**config.mk**
```make
export PLATFORM = sky130hd
export DESIGN_NAME = lfb_cache
export DESIGN_NICKNAME = d
export VERILOG_FILES = /design/src/rtl/lfb_pkg.sv /design/src/rtl/lfb_ctrl.sv /design/src/rtl/lfb_datapath.sv /design/src/rtl/lfb_cache.sv
export SDC_FILE = /design/constraint.sdc
export NUM_CORES = 1
export LEC_CHECK = 0
export CORE_ASPECT_RATIO = 0.7
export CORE_MARGIN = 1.5
export CORE_UTILIZATION = 28
export DETAILED_ROUTE_END_ITERATION = 8
export DONT_BUFFER_PORTS = 1
export MAX_ROUTING_LAYER = met4
export PLACE_DENSITY_LB_ADDON = 0.3
export SYNTH_ARGS = -nofsm -noshare
export SYNTH_HDL_FRONTEND = slang
export SYNTH_SLANG_ARGS = --single-unit
```
**constraint.sdc**
```tcl
create_clock -name clk -period 10.4 [get_ports clk]
set_input_delay 2.08 -clock clk [delete_from_list [all_inputs] [get_ports clk]]
set_output_delay 2.08 -clock clk [all_outputs]
set_load 0.01 [all_outputs]
```
**src/rtl/lfb_pkg.sv**
```systemverilog
package lfb_pkg;

  typedef enum logic [1:0] {
    ST_IDLE,
    ST_REQ,
    ST_FILL,
    ST_COMMIT
  } fillState_e;

  // Strobes from control to datapath
  typedef struct packed {
    logic fillStart;   // latch missed address, empty the buffer
    logic takeBeat;    // store the beat on beatData
    logic commitLine;  // copy buffer into the array
  } fillStrobe_t;

endpackage

```
**src/rtl/lfb_ctrl.sv**
```systemverilog
module lfb_ctrl
  import lfb_pkg::*;
#(
  parameter int WORDS = 4,
  localparam int OFF_W = $clog2(WORDS)
) (
  input  logic             clk,
  input  logic             rstN,
  input  logic             missReq,
  input  logic             burstAck,
  input  logic             beatValid,
  output fillStrobe_t      strobes,
  output logic             burstReq,
  output logic [OFF_W-1:0] beatCnt
);

  fillState_e state, stateNext;
  logic       lastBeat;

  assign lastBeat = (beatCnt == OFF_W'(WORDS - 1));

  always_comb begin
    stateNext = state;
    strobes   = '0;
    burstReq  = 1'b0;
    case (state)
      ST_IDLE: begin
        if (missReq) begin
          strobes.fillStart = 1'b1;
          stateNext         = ST_REQ;
        end
      end
      ST_REQ: begin
        burstReq = 1'b1;
        if (burstAck) stateNext = ST_FILL;
      end
      ST_FILL: begin
        if (beatValid) begin
          strobes.takeBeat = 1'b1;
          if (lastBeat) stateNext = ST_COMMIT;
        end
      end
      ST_COMMIT: begin
        strobes.commitLine = 1'b1;
        stateNext          = ST_IDLE;
      end
      default: stateNext = ST_IDLE;
    endcase
  end

  always_ff @(posedge clk) begin
    if (!rstN) begin
      state   <= ST_IDLE;
      beatCnt <= '0;
    end else begin
      state <= stateNext;
      if (strobes.fillStart) beatCnt <= '0;
      else if (strobes.takeBeat) beatCnt <= beatCnt + 1'b1;
    end
  end

  AST_REQ_HOLD: assert property (@(posedge clk) disable iff (!rstN)
    burstReq && !burstAck |=> burstReq);

  AST_COMMIT_NEXT: assert property (@(posedge clk) disable iff (!rstN)
    strobes.takeBeat && lastBeat |=> strobes.commitLine);

endmodule

```
**src/rtl/lfb_datapath.sv**
```systemverilog
module lfb_datapath
  import lfb_pkg::*;
#(
  parameter int ADDR_W = 16,
  parameter int DATA_W = 32,
  parameter int LINES  = 8,
  parameter int WORDS  = 4,
  localparam int BYTE_W = $clog2(DATA_W / 8),
  localparam int OFF_W  = $clog2(WORDS),
  localparam int IDX_W  = $clog2(LINES),
  localparam int TAG_W  = ADDR_W - IDX_W - OFF_W - BYTE_W
) (
  input  logic              clk,
  input  logic              rstN,
  input  fillStrobe_t       strobes,
  input  logic [OFF_W-1:0]  beatCnt,
  input  logic              reqValid,
  input  logic [ADDR_W-1:0] reqAddr,
  input  logic [DATA_W-1:0] beatData,
  output logic              reqReady,
  output logic [DATA_W-1:0] rspData,
  output logic              missReq,
  output logic [ADDR_W-1:0] burstAddr
);

  // Request address fields
  logic [TAG_W-1:0] reqTag;
  logic [IDX_W-1:0] reqIdx;
  logic [OFF_W-1:0] reqOff;
  logic             unusedByteBits;

  assign reqTag         = reqAddr[ADDR_W-1 -: TAG_W];
  assign reqIdx         = reqAddr[BYTE_W+OFF_W +: IDX_W];
  assign reqOff         = reqAddr[BYTE_W +: OFF_W];
  assign unusedByteBits = ^reqAddr[BYTE_W-1:0];

  // Cache array
  logic [LINES-1:0]                  lineValid;
  logic [TAG_W-1:0]                  tagMem  [LINES];
  logic [WORDS-1:0][DATA_W-1:0]      dataMem [LINES];

  // Fill buffer
  logic [TAG_W-1:0]             fbTag;
  logic [IDX_W-1:0]             fbIdx;
  logic [OFF_W-1:0]             fbOff;
  logic [WORDS-1:0]             wordValid;
  logic [WORDS-1:0][DATA_W-1:0] fbData;
  logic [OFF_W-1:0]             beatOff;

  // Wrapping order: beat n lands at start word + n
  assign beatOff   = fbOff + beatCnt;
  assign burstAddr = {fbTag, fbIdx, fbOff, {BYTE_W{1'b0}}};

  always_ff @(posedge clk) begin
    if (!rstN) begin
      lineValid <= '0;
      wordValid <= '0;
      fbTag     <= '0;
      fbIdx     <= '0;
      fbOff     <= '0;
    end else begin
      if (strobes.fillStart) begin
        fbTag     <= reqTag;
        fbIdx     <= reqIdx;
        fbOff     <= reqOff;
        wordValid <= '0;
      end
      if (strobes.takeBeat) wordValid[beatOff] <= 1'b1;
      if (strobes.commitLine) begin
        lineValid[fbIdx] <= 1'b1;
        wordValid        <= '0;
      end
    end
  end

  for (genvar w = 0; w < WORDS; w++) begin : g_fbWord
    logic [DATA_W-1:0] wordReg;
    always_ff @(posedge clk) begin
      if (strobes.takeBeat && beatOff == OFF_W'(w)) wordReg <= beatData;
    end
    assign fbData[w] = wordReg;
  end

  always_ff @(posedge clk) begin
    if (strobes.commitLine) begin
      tagMem[fbIdx]  <= fbTag;
      dataMem[fbIdx] <= fbData;
    end
  end

  // Lookup in array, buffer and the beat now arriving
  logic arrayHit, fbLine, bufHit, fwdHit;

  always_comb begin
    arrayHit = lineValid[reqIdx] && (tagMem[reqIdx] == reqTag);
    fbLine   = (fbTag == reqTag) && (fbIdx == reqIdx);
    bufHit   = fbLine && wordValid[reqOff];
    fwdHit   = fbLine && strobes.takeBeat && (beatOff == reqOff);
    if (fwdHit)      rspData = beatData;
    else if (bufHit) rspData = fbData[reqOff];
    else             rspData = dataMem[reqIdx][reqOff];
    reqReady = reqValid && (arrayHit || bufHit || fwdHit);
    missReq  = reqValid && !(arrayHit || bufHit || fwdHit);
  end

  AST_EMPTY_ON_START: assert property (@(posedge clk) disable iff (!rstN)
    strobes.fillStart |-> wordValid == '0);

  AST_VALID_CLEARED: assert property (@(posedge clk) disable iff (!rstN)
    strobes.commitLine |=> wordValid == '0);

  AST_ONE_MORE_WORD: assert property (@(posedge clk) disable iff (!rstN)
    strobes.takeBeat |=> $countones(wordValid) == $countones($past(wordValid)) + 1);

endmodule

```
**src/rtl/lfb_cache.sv**
```systemverilog
module lfb_cache
  import lfb_pkg::*;
#(
  parameter int ADDR_W = 16,
  parameter int DATA_W = 32,
  parameter int LINES  = 8,
  parameter int WORDS  = 4,
  localparam int OFF_W = $clog2(WORDS)
) (
  input  logic              clk,
  input  logic              rstN,
  input  logic              reqValid,
  input  logic [ADDR_W-1:0] reqAddr,
  output logic              reqReady,
  output logic [DATA_W-1:0] rspData,
  output logic              burstReq,
  output logic [ADDR_W-1:0] burstAddr,
  input  logic              burstAck,
  input  logic              beatValid,
  input  logic [DATA_W-1:0] beatData
);

  fillStrobe_t      strobes;
  logic             missReq;
  logic [OFF_W-1:0] beatCnt;

  lfb_ctrl #(.WORDS(WORDS)) ctrl_i (
    .clk      (clk),
    .rstN     (rstN),
    .missReq  (missReq),
    .burstAck (burstAck),
    .beatValid(beatValid),
    .strobes  (strobes),
    .burstReq (burstReq),
    .beatCnt  (beatCnt)
  );

  lfb_datapath #(
    .ADDR_W(ADDR_W),
    .DATA_W(DATA_W),
    .LINES (LINES),
    .WORDS (WORDS)
  ) dp_i (
    .clk      (clk),
    .rstN     (rstN),
    .strobes  (strobes),
    .beatCnt  (beatCnt),
    .reqValid (reqValid),
    .reqAddr  (reqAddr),
    .beatData (beatData),
    .reqReady (reqReady),
    .rspData  (rspData),
    .missReq  (missReq),
    .burstAddr(burstAddr)
  );

  AST_ADDR_STABLE: assert property (@(posedge clk) disable iff (!rstN)
    burstReq && !burstAck |=> $stable(burstAddr));

endmodule

```
==> out/qor.csv, run 1 <==
stage,metric,value,unit
clock_network,"Reg clk slew, reported paths",60,ps
global_routing,largest net degree at the start of global routing,286,
floorplan,die area,176000,um^2
hold_path,HP Start,dp_i.lineValid[4],
routing,DRT Pass-1 Iters,5,
clock_network,root buf cell,clkbuf_16,
global_routing,initial antenna violation count,2,
critical_path,CP top delay family,simple AND/OR/NAND/NOR gates,
place,Post-Place Cell Area,51000,um^2
yosys,synthesized area per cell,23.2,um^2
yosys,register area share after synthesis,77.1,%
clock_network,worst skew pair latency,710,ps
critical_path,WS Path Type,input pin to output pin,
global_routing,met3 usage,2.72,%
sta,RSZ-0062 raised after global routing,false,
finish,share of post-route cells with drive strength above 1,26.8,%
routing,DRT iter0 DRCs,1783,
routing,post-route ant nets,0,
yosys,Synth Flop Type,edfxtp_1,
power_and_ir_drop,Power Dens Cells,193,nW/um^2
power_and_ir_drop,PnR Total Power,10600,uW
floorplan,initial core utilization,28.3,%
global_routing,Global Route Usage Sum,12.9,%
global_routing,Most Crowded Layer GR,met2,
finish,"Net count, final",2181,
finish,Final Util,32.0,%
routing,Vias,21200,
routing,vias per inst,4.74,
routing,DRT Wirelength,110,mm
critical_path,worst r2r dst,dp_i.dataMem[1][15],
sta,Tcrit/Tclk final,72.5,%
yosys,Synth top area share,75.9,%
critical_path,CP startpoint,reqAddr[5],
yosys,Yosys reg bits,1254,
sta,setup TNS,0,ps
yosys,synthesis warning total,0,
sta,Final min period,7540,ps
clock_network,TritonCTS buffer count,117,
critical_path,worst path bufs/invs,1,
sta,Max Transition Viols Final,0,
global_routing,total gr overflow,0,
finish,Non-Filler Instances,4482,
power_and_ir_drop,VDD IR max,133,uV
clock_network,H-tree depth,3,
critical_path,crit-path max FO,271,
run,max_cap viols,0,
sta,fmax,133,MHz
yosys,"count leader, synth",edfxtp_1,
clock_network,post_cts resized,0,
finish,Final Cell Area,54900,um^2
routing,DR WL/cell,24.5,um
critical_path,CP cell instances,xnor2_1 -> nand4_1 -> nor3_1 -> nand2_4 -> buf_4 -> o21ai_0 -> o21ai_1,
clock_network,CTS Hold Bufs,0,
critical_path,crit path DAT,5460,ps
place,PortBufs,0,
power_and_ir_drop,P_leak,0.0166,uW
yosys,"EDFF count, synth",1224,
yosys,Mapped Area,48400,um^2
sta,Final setup viols,0,
sta,clk_skew,17.3,ps
global_routing,vias in the first global route,23000,
hold_path,Worst Hold Path Cells,1,
critical_path,R2R cell count,4,
critical_path,flop-to-flop setup slack,7110,ps
hold_path,Hold WC Path Type,flop to flop,
clock_network,TritonCTS clock tree,done,
outcome,status,completed,
floorplan,die width,500,um
floorplan,Die Ht,351,um
floorplan,Ports,103,
place,Final HPWL DP,52.7,mm
global_routing,first-pass GRT wire length,160,mm
sta,Tightest Pin Transition,1310,ps
yosys,"area leader, netlist",edfxtp_1,
place,dpl cells,4260,
clock_network,CTS Buffer Depth,3,
yosys,"top cells by count, synth","edfxtp_1 (1224), mux4_2 (363), nand2_1 (102)",
critical_path,critical path launch point type,input pin,
floorplan,# rows,127,
floorplan,core area,171000,um^2
finish,layout overhead on the synthesized area,13.4,%
critical_path,worst path required time,8320,ps
critical_path,Critical R2R Launch,dp_i.fbIdx[0],
global_routing,met2 usage,20.0,%
sta,Fin. Hold Viols,0,
hold_path,Hold Path End,dp_i.lineValid[4],
clock_network,post-CTS setup buffers,0,
global_routing,met1 Use GR,17.5,%
routing,DRC Markers,0,
yosys,Mapped Cells,2085,
sta,Rel. slew slack,12.8,%
critical_path,Worst Setup End Kind,output pin,
yosys,Yosys cell types,41,
critical_path,Slowest cell on crit path,o21ai_0,
place,Final Wtd Congestion,0.711,
critical_path,crit-path max cell delay,810,ps
yosys,Post-synth ARST share,0,%
yosys,largest cells by area after synthesis,"edfxtp_1 (76%), mux4_2 (17%), mux2i_1 (1.3%)",
clock_network,Sink Count,1254,
[through the flow]
| stage | setup WS [ps] | hold WS, ps |
|---|---|---|
| 3_5_place_dp | 2970 | 456 |
| 3_3_place_gp | 2870 | 441 |
| 5_1_grt | 2820 | 483 |
| 2_1_floorplan | 3380 | 435 |
| 4_1_cts | 2950 | 472 |
| 6_report | 2860 | 467 |
[report_power, final]
group | switching (uW) | leakage [uW] | internal (uW)
logic | 227 | 0.00346 | 253
clock network | 1850 | 0.00190 | 2500
registers | 99.1 | 0.0113 | 5670
total | 2180 | 0.0166 | 8420
[worst max path at each step]
stage                              end  cells after the start
finish                     rspData[29]                      7
global route               rspData[29]                      7
CTS                        rspData[29]                      7
detailed placement         rspData[29]                      7
global placement           rspData[29]                      7
floorplan           dp_i.dataMem[7][0]                      3
[registers in the layout, summed over array words and instances (netlist names)]
signal / flops
dp_i.lineValid: 8
dp_i.g_fbWord.wordReg: 128
dp_i.fbIdx: 3
ctrl_i.beatCnt: 2
dp_i.wordValid: 4
dp_i.fbTag: 9
ctrl_i.state: 2
dp_i.tagMem: 72
dp_i.fbOff: 2
dp_i.dataMem: 1024
[per-layer routing]
layer,part of all wire (%),up-vias,wire length (um)
met5,0,-,0
met2,47,621,52000
met1,45,11600,49400
met3,6.3,134,6890
met4,1.5,0,1690
li1,-,8930,-
[cell type report]
type / instances / area, um^2
Fill cell: 15900 / 117000
Sequential cell: 1254 / 37400
Multi-Input combinational cell: 713 / 10600
Clock buffer: 146 / 3130
Tap cell: 2257 / 2820
Clock inverter: 75 / 781
Timing Repair Buffer: 29 / 268
Inverter: 7 / 26.3
Antenna cell: 1 / 2.50
[kinds of logic (layout without fill, tap and decap cells)]
| family | Yosys count | in the layout | synth area share (%) |
|---|---|---|---|
| buffers and inverters | 119 | 257 | 1.31 |
| XOR/XNOR | 26 | 26 | 0.499 |
| multiplexers | 436 | 436 | 18.4 |
| adder cells (fa/ha/maj) | 6 | 6 | 0.155 |
| flip-flops | 1254 | 1254 | 77.1 |
| AO/OA/AOI/OAI | 96 | 96 | 1.19 |
| AND/OR/NAND/NOR | 147 | 147 | 1.30 |
| other | 1 | 3 | 0.00774 |
[layout by cell type, fill, tap and decap left out, types with 15 or more instances in the layout]
| cell type | count |
|---|---|
| clkinv_2 | 23 |
| edfxtp_1 | 1224 |
| bufinv_16 | 15 |
| buf_4 | 25 |
| xnor2_1 | 16 |
| dfxtp_1 | 30 |
| mux2i_1 | 63 |
| mux4_2 | 363 |
| clkinv_1 | 24 |
| clkbuf_16 | 119 |
| o21ai_0 | 33 |
| o21ai_1 | 32 |
| clkbuf_1 | 22 |
| nand2_1 | 101 |
No activity file was read; power rests on OpenSTA's default activity.
==> inputs of run 2 (changes only) <==
- clock period: 10.4 -> 6.1 ns (I/O delays scaled with it)
==> run 2 against run 1 <==
  * Count of clock-buffer cells in the layout is 5 higher
  * Combinational power is 73% higher
  * Sequential cell count did not move
  * Register-to-register slack got worse by 3800 ps
  * Total power is 66% higher
  * Core utilization fell by 0.094 points
  * Via count up 0.24%
  * First-iteration DRC count rose by 0.28%
  * Critical path depth decreased by 1
  * Wire length grew 1.1%
  * Highest routed layer unchanged
==> out/qor.csv, run 2 (same netlist as run 1, synthesis figures left out) <==
stage,metric,value,unit
floorplan,core area,171000,um^2
finish,"Net count, final",2181,
critical_path,crit-path max FO,48,
power_and_ir_drop,Comb power frac,4.7,%
power_and_ir_drop,VDD IR max,242,uV
outcome,status,completed,
sta,Max Transition Viols Final,0,
critical_path,critical path launch point type,flop,
clock_network,CTS Buffer Depth,3,
floorplan,initial core utilization,28.3,%
sta,fmax,188,MHz
floorplan,die width,500,um
clock_network,post-CTS setup buffers,0,
place,PortBufs,0,
place,Final Wtd Congestion,0.697,
global_routing,total gr overflow,0,
sta,clk_skew,33.8,ps
routing,post-route ant nets,0,
floorplan,die area,176000,um^2
floorplan,Die Ht,351,um
sta,Tightest Pin Transition,1090,ps
sta,Tcrit/Tclk final,87.1,%
clock_network,TritonCTS clock tree,done,
global_routing,met2 usage,20.3,%
sta,RSZ-0062 raised after global routing,false,
critical_path,crit path DAT,4100,ps
global_routing,largest net degree at the start of global routing,286,
finish,Largest regs,"dp_i.dataMem x1024, dp_i.g_fbWord.wordReg x128, dp_i.tagMem x72",
critical_path,worst path required time,4880,ps
clock_network,CTS Hold Bufs,0,
global_routing,met3 usage,2.58,%
finish,Final Util,32.0,%
routing,Vias,21300,
finish,share of post-route cells with drive strength above 1,26.1,%
clock_network,worst skew pair latency,730,ps
hold_path,Hold WC Path Type,flop to flop,
place,Final HPWL DP,53.2,mm
power_and_ir_drop,Psw,3700,uW
global_routing,Global Route Usage Sum,13.0,%
floorplan,# rows,127,
run,max_cap viols,0,
power_and_ir_drop,Power Dens Cells,322,nW/um^2
power_and_ir_drop,switching share of power,21.0,%
finish,layout overhead on the synthesized area,13.1,%
routing,DRT Wirelength,111,mm
floorplan,Ports,103,
critical_path,WS Path Type,flop to output pin,
finish,Top reg by flops,dp_i.dataMem,
critical_path,Worst Setup End Kind,output pin,
clock_network,"Reg clk slew, reported paths",60,ps
routing,DRT iter0 DRCs,1788,
sta,Final min period,5320,ps
finish,most frequent cells in the layout,"edfxtp_1 (1224), mux4_2 (363), clkbuf_16 (121)",
power_and_ir_drop,Sequential Power Share,55.7,%
clock_network,H-tree depth,3,
sta,Rel. slew slack,27.1,%
power_and_ir_drop,clock group share of total power,39.6,%
routing,DR WL/cell,24.8,um
finish,"most common cell after layout, fill and taps aside",edfxtp_1,
clock_network,post_cts resized,0,
global_routing,vias in the first global route,23100,
sta,Fin. Hold Viols,0,
sta,setup TNS,0,ps
finish,max reg flops,1024,
clock_network,Sink Count,1254,
global_routing,met1 Use GR,17.5,%
global_routing,Most Crowded Layer GR,met2,
global_routing,initial antenna violation count,2,
clock_network,root buf cell,clkbuf_16,
power_and_ir_drop,Int Pwr,13900,uW
routing,DRT Pass-1 Iters,5,
power_and_ir_drop,PnR Total Power,17600,uW
global_routing,first-pass GRT wire length,161,mm
routing,DRC Markers,0,
power_and_ir_drop,P_leak,0.0165,uW
clock_network,TritonCTS buffer count,119,
sta,Final setup viols,0,
routing,vias per inst,4.76,
## run 2: power groups by stage
stage | Sequential, uW | Clock [uW] | Combinational (uW)
after floorplan | 9970 | 0 | 739
after global placement | 9990 | 0 | 831
after detailed placement | 10000 | 0 | 842
after CTS | 9840 | 7190 | 845
after global routing | 9860 | 7470 | 885
final | 9830 | 6980 | 830
## run 2: area by class of cell
cell class              count  area (um^2)
fillers                 15900       117000
flip-flops and latches   1254        37400
multi-input cells         713        10600
clock buffers             151         3150
well taps                2257         2820
clock inverters            66          488
repair buffers             27          378
inverters                   7         26.3
diodes                      1         2.50
## run 2: metal layers
metal	vias to the layer above	part of all wire (%)
met5	-	0
met4	0	1.9
met3	154	4.8
met2	482	48
met1	11700	46
li1	8925	-
## run 2: worst paths after layout
| kind | slack, ps | cells past startpoint | start | end |
|---|---|---|---|---|
| min reg2reg | 460 | 1 | dp_i.lineValid[5] | dp_i.lineValid[5] |
| max | 780 | 6 | dp_i.fbTag[0] | rspData[29] |
| max reg2reg | 3270 | 9 | dp_i.fbOff[0] | dp_i.fbOff[0] |
| min | 460 | 1 | dp_i.lineValid[5] | dp_i.lineValid[5] |
## run 2: worst max-delay path, stage by stage, from the launching register on
cell	delay [ps]
dfxtp_1	630
xnor2_1	210
nand4_1	150
nor3_1	560
nand2_4	630
o21ai_0	930
o21ai_1	230
## run 2: through the flow
stage | cells | setup slack [ps] | hold slack [ps] | instance area, um^2
floorplan | 2086 | -924 | 435 | 48500
global placement | 4258 | 649 | 441 | 51100
detailed placement | 4258 | 693 | 454 | 51100
CTS | 4475 | 588 | 470 | 54800
global route | 4476 | 464 | 480 | 54800
finish | 4476 | 784 | 464 | 54800
==> inputs of run 3 (changes only) <==
- ABC_AREA: default -> 1
- CELL_PAD_IN_SITES_DETAIL_PLACEMENT: default -> 1
- CELL_PAD_IN_SITES_GLOBAL_PLACEMENT: default -> 2
==> run 3 against run 2 <==
  * Core utilization down 0.15 points
  * Final area up 2.3%
  * Count of clock-buffer cells in the layout up 20
  * Worst setup slack worse by 250 ps
  * The flow now finishes with violations (design-rule violations)
  * Highest routed layer unchanged
  * Critical path type is now input pin to output pin
  * Via count up 44%
==> out/qor.csv, run 3 <==
stage,metric,value,unit
outcome,status,finished with violations,
outcome,failing checks,design-rule violations,
critical_path,worst path required time,4880,ps
place,Post-Place Cell Area,52100,um^2
global_routing,initial antenna violation count,2,
run,max_cap viols,0,
power_and_ir_drop,P_leak,0.0175,uW
critical_path,Slowest cell on crit path,buf_4,
floorplan,# rows,129,
critical_path,Critical R2R Launch,dp_i.fbTag[6],
routing,wire length on met2,69.0,mm
sta,clk_skew,20.6,ps
critical_path,worst r2r dst,dp_i.fbIdx[1],
clock_network,worst skew pair latency,760,ps
sta,Final setup viols,0,
global_routing,total gr overflow,0,
finish,max reg flops,1024,
routing,max layer used,met4,
finish,Final Util,31.8,%
yosys,largest cells by area after synthesis,"edfxtp_1 (74%), o21ai_0 (5.6%), nor2_1 (4.7%)",
sta,Final min period,5570,ps
critical_path,R2R cell count,11,
routing,DRT iter0 DRCs,2178,
critical_path,flop-to-flop setup slack,2840,ps
finish,layout overhead on the synthesized area,13.0,%
finish,share of post-route cells with drive strength above 1,6.82,%
yosys,Synth Area in Compound Gates,11.5,%
yosys,"area leader, netlist",edfxtp_1,
clock_network,post-CTS setup buffers,0,
clock_network,post_cts resized,0,
yosys,synthesized area per cell,13.3,um^2
finish,Register Area,37400,um^2
yosys,synthesis warning total,0,
yosys,"top cells by count, synth","edfxtp_1 (1224), nor2_1 (616), o21ai_0 (558)",
floorplan,core area,176000,um^2
place,PortBufs,0,
finish,Top reg by flops,dp_i.dataMem,
yosys,Post-synth ARST share,0,%
routing,vias per inst,5.04,
sta,fmax,180,MHz
floorplan,die area,180000,um^2
routing,post-route ant nets,0,
routing,met1 wire length,74.7,mm
finish,Largest regs,"dp_i.dataMem x1024, dp_i.g_fbWord.wordReg x128, dp_i.tagMem x72",
finish,# fillers,18700,
global_routing,first-pass GRT wire length,224,mm
routing,Vias,30700,
finish,"most common cell after layout, fill and taps aside",edfxtp_1,
power_and_ir_drop,Power Dens Cells,330,nW/um^2
clock_network,TritonCTS clock tree,done,
global_routing,Global Route Usage Sum,17.4,%
yosys,Mapped Cells,3725,
clock_network,CTS Buffer Depth,3,
hold_path,Hold Path End,dp_i.lineValid[1],
critical_path,crit path DAT,4350,ps
finish,most frequent cells in the layout,"edfxtp_1 (1224), nor2_1 (603), o21ai_0 (558)",
floorplan,Die Ht,355,um
hold_path,Worst Hold Path Cells,2,
yosys,Synth top area share,74.1,%
floorplan,initial core utilization,28.1,%
routing,DR WL/cell,25.1,um
yosys,Synth Flop Type,edfxtp_1,
clock_network,root buf cell,clkbuf_16,
clock_network,Sink Count,1254,
finish,area of the multi-input gates,10800,um^2
critical_path,critical path launch point type,input pin,
yosys,"count leader, synth",edfxtp_1,
finish,Final Cell Area,56100,um^2
yosys,main combinational cell family by area after synthesis,compound AO/OA/AOI/OAI gates,
finish,"Net count, final",3704,
global_routing,vias in the first global route,31300,
yosys,Adder-Cell Fraction of Synth Area,0.151,%
place,Final HPWL DP,68.8,mm
sta,Tightest Pin Transition,1280,ps
power_and_ir_drop,VDD IR max,211,uV
yosys,Yosys reg bits,1254,
clock_network,CTS Hold Bufs,0,
hold_path,HP Start,dp_i.lineValid[1],
critical_path,WS Path Type,input pin to output pin,
routing,DRT Wirelength,153,mm
routing,DRT Pass-1 Iters,7,
place,Final Wtd Congestion,0.691,
sta,Fin. Hold Viols,0,
yosys,"EDFF count, synth",1224,
critical_path,crit-path max FO,560,
yosys,Mapped Area,49600,um^2
hold_path,Hold WC Path Type,flop to flop,
routing,met3 WL,6.22,mm
yosys,register area share after synthesis,75.3,%
routing,DRC Markers,7,
critical_path,crit-path max cell delay,620,ps
critical_path,Worst Setup End Kind,output pin,
sta,RSZ-0062 raised after global routing,false,
place,dpl cells,5867,
clock_network,"Reg clk slew, reported paths",60,ps
yosys,mux contribution to synthesized area,0.262,%
finish,Non-Filler Instances,6097,
sta,Max Transition Viols Final,0,
clock_network,TritonCTS buffer count,134,
critical_path,CP cell instances,inv_8 -> buf_4 -> buf_4 -> o21ai_0 -> o221ai_1 -> nand3_1 -> nand3_1 -> a21oi_1 -> o21ai_1,
sta,Rel. slew slack,14.8,%
sta,Tcrit/Tclk final,91.3,%
yosys,Yosys cell types,36,
floorplan,die width,506,um
floorplan,Ports,103,
global_routing,largest net degree at the start of global routing,561,
clock_network,H-tree depth,4,
yosys,post-synthesis xor/xnor area fraction,0.141,%
yosys,Synth Area in Simple Gates,9.46,%
==> run 3: changes by cell type after synthesis, sizes merged, moves of 14 or more <==
cell and change:
nor2 +602, o21ai +532, mux4 -363, nand3 +282, o221ai +256, clkbuf +137, nand2 +115, inv +88
a21oi +52, mux2i -50, buf +22, o22ai +14
==> run 3: critical path, delay by kind of cell <==
family / cells / cell delay (ps)
AOI/OAI and AO/OA: 4 / 850
buffers and inverters: 3 / 1630
and+or+nand+nor: 2 / 250
==> run 3: routing by layer <==
metal	GRT usage [%]	vias up
li1	-	13900
met4	4.30	0
met2	26.3	555
met5	-	-
met1	24.4	16100
met3	2.56	194
==> run 3: metrics by stage <==
step | setup WS (ps) | setup TNS (ps) | hold slack (ps) | total power, uW
6_report | 530 | 0 | 470 | 18500
5_1_grt | 597 | 0 | 491 | 19200
4_1_cts | 806 | 0 | 475 | 18700
3_5_place_dp | 782 | 0 | 461 | 11000
2_1_floorplan | -978 | -918570 | 441 | 10700
3_3_place_gp | 785 | 0 | 450 | 11000
==> run 3: worst max path at each step <==
stage | startpoint | endpoint | slack (ps) | cells past startpoint
after floorplan | ctrl_i.state[1] | dp_i.dataMem[4][0] | -980 | 5
after global placement | reqAddr[4] | rspData[28] | 780 | 9
after detailed placement | reqAddr[4] | rspData[31] | 780 | 9
after CTS | reqAddr[4] | rspData[31] | 810 | 9
after global routing | reqAddr[4] | rspData[3] | 600 | 9
final | reqAddr[4] | rspData[31] | 530 | 9
==> run 3: kinds of logic (layout without fill, tap and decap cells) <==
group                      count (synthesis)  count (layout)
buffers and inverters                    366             378
adders and majority gates                  6               6
DFF                                     1254            1254
muxes                                     13              13
AOI/OAI and AO/OA                        942             942
other                                      1               3
xor gates and xnor gates                   8               8
and+or+nand+nor                         1135            1135
==> run 3: cell type report <==
type	instances	share of cell area, %
diodes	1	0.00446
clock buffers	171	6.32
clock inverters	58	0.801
inverters	95	0.690
multi-input cells	2106	19.3
flip-flops and latches	1254	66.6
well taps	2358	5.26
repair buffers	54	1.01
==> run 3: report_power, final <==
group	switching, uW	internal [uW]
Sequential	174	9670
Combinational	699	282
Clock	3490	4180
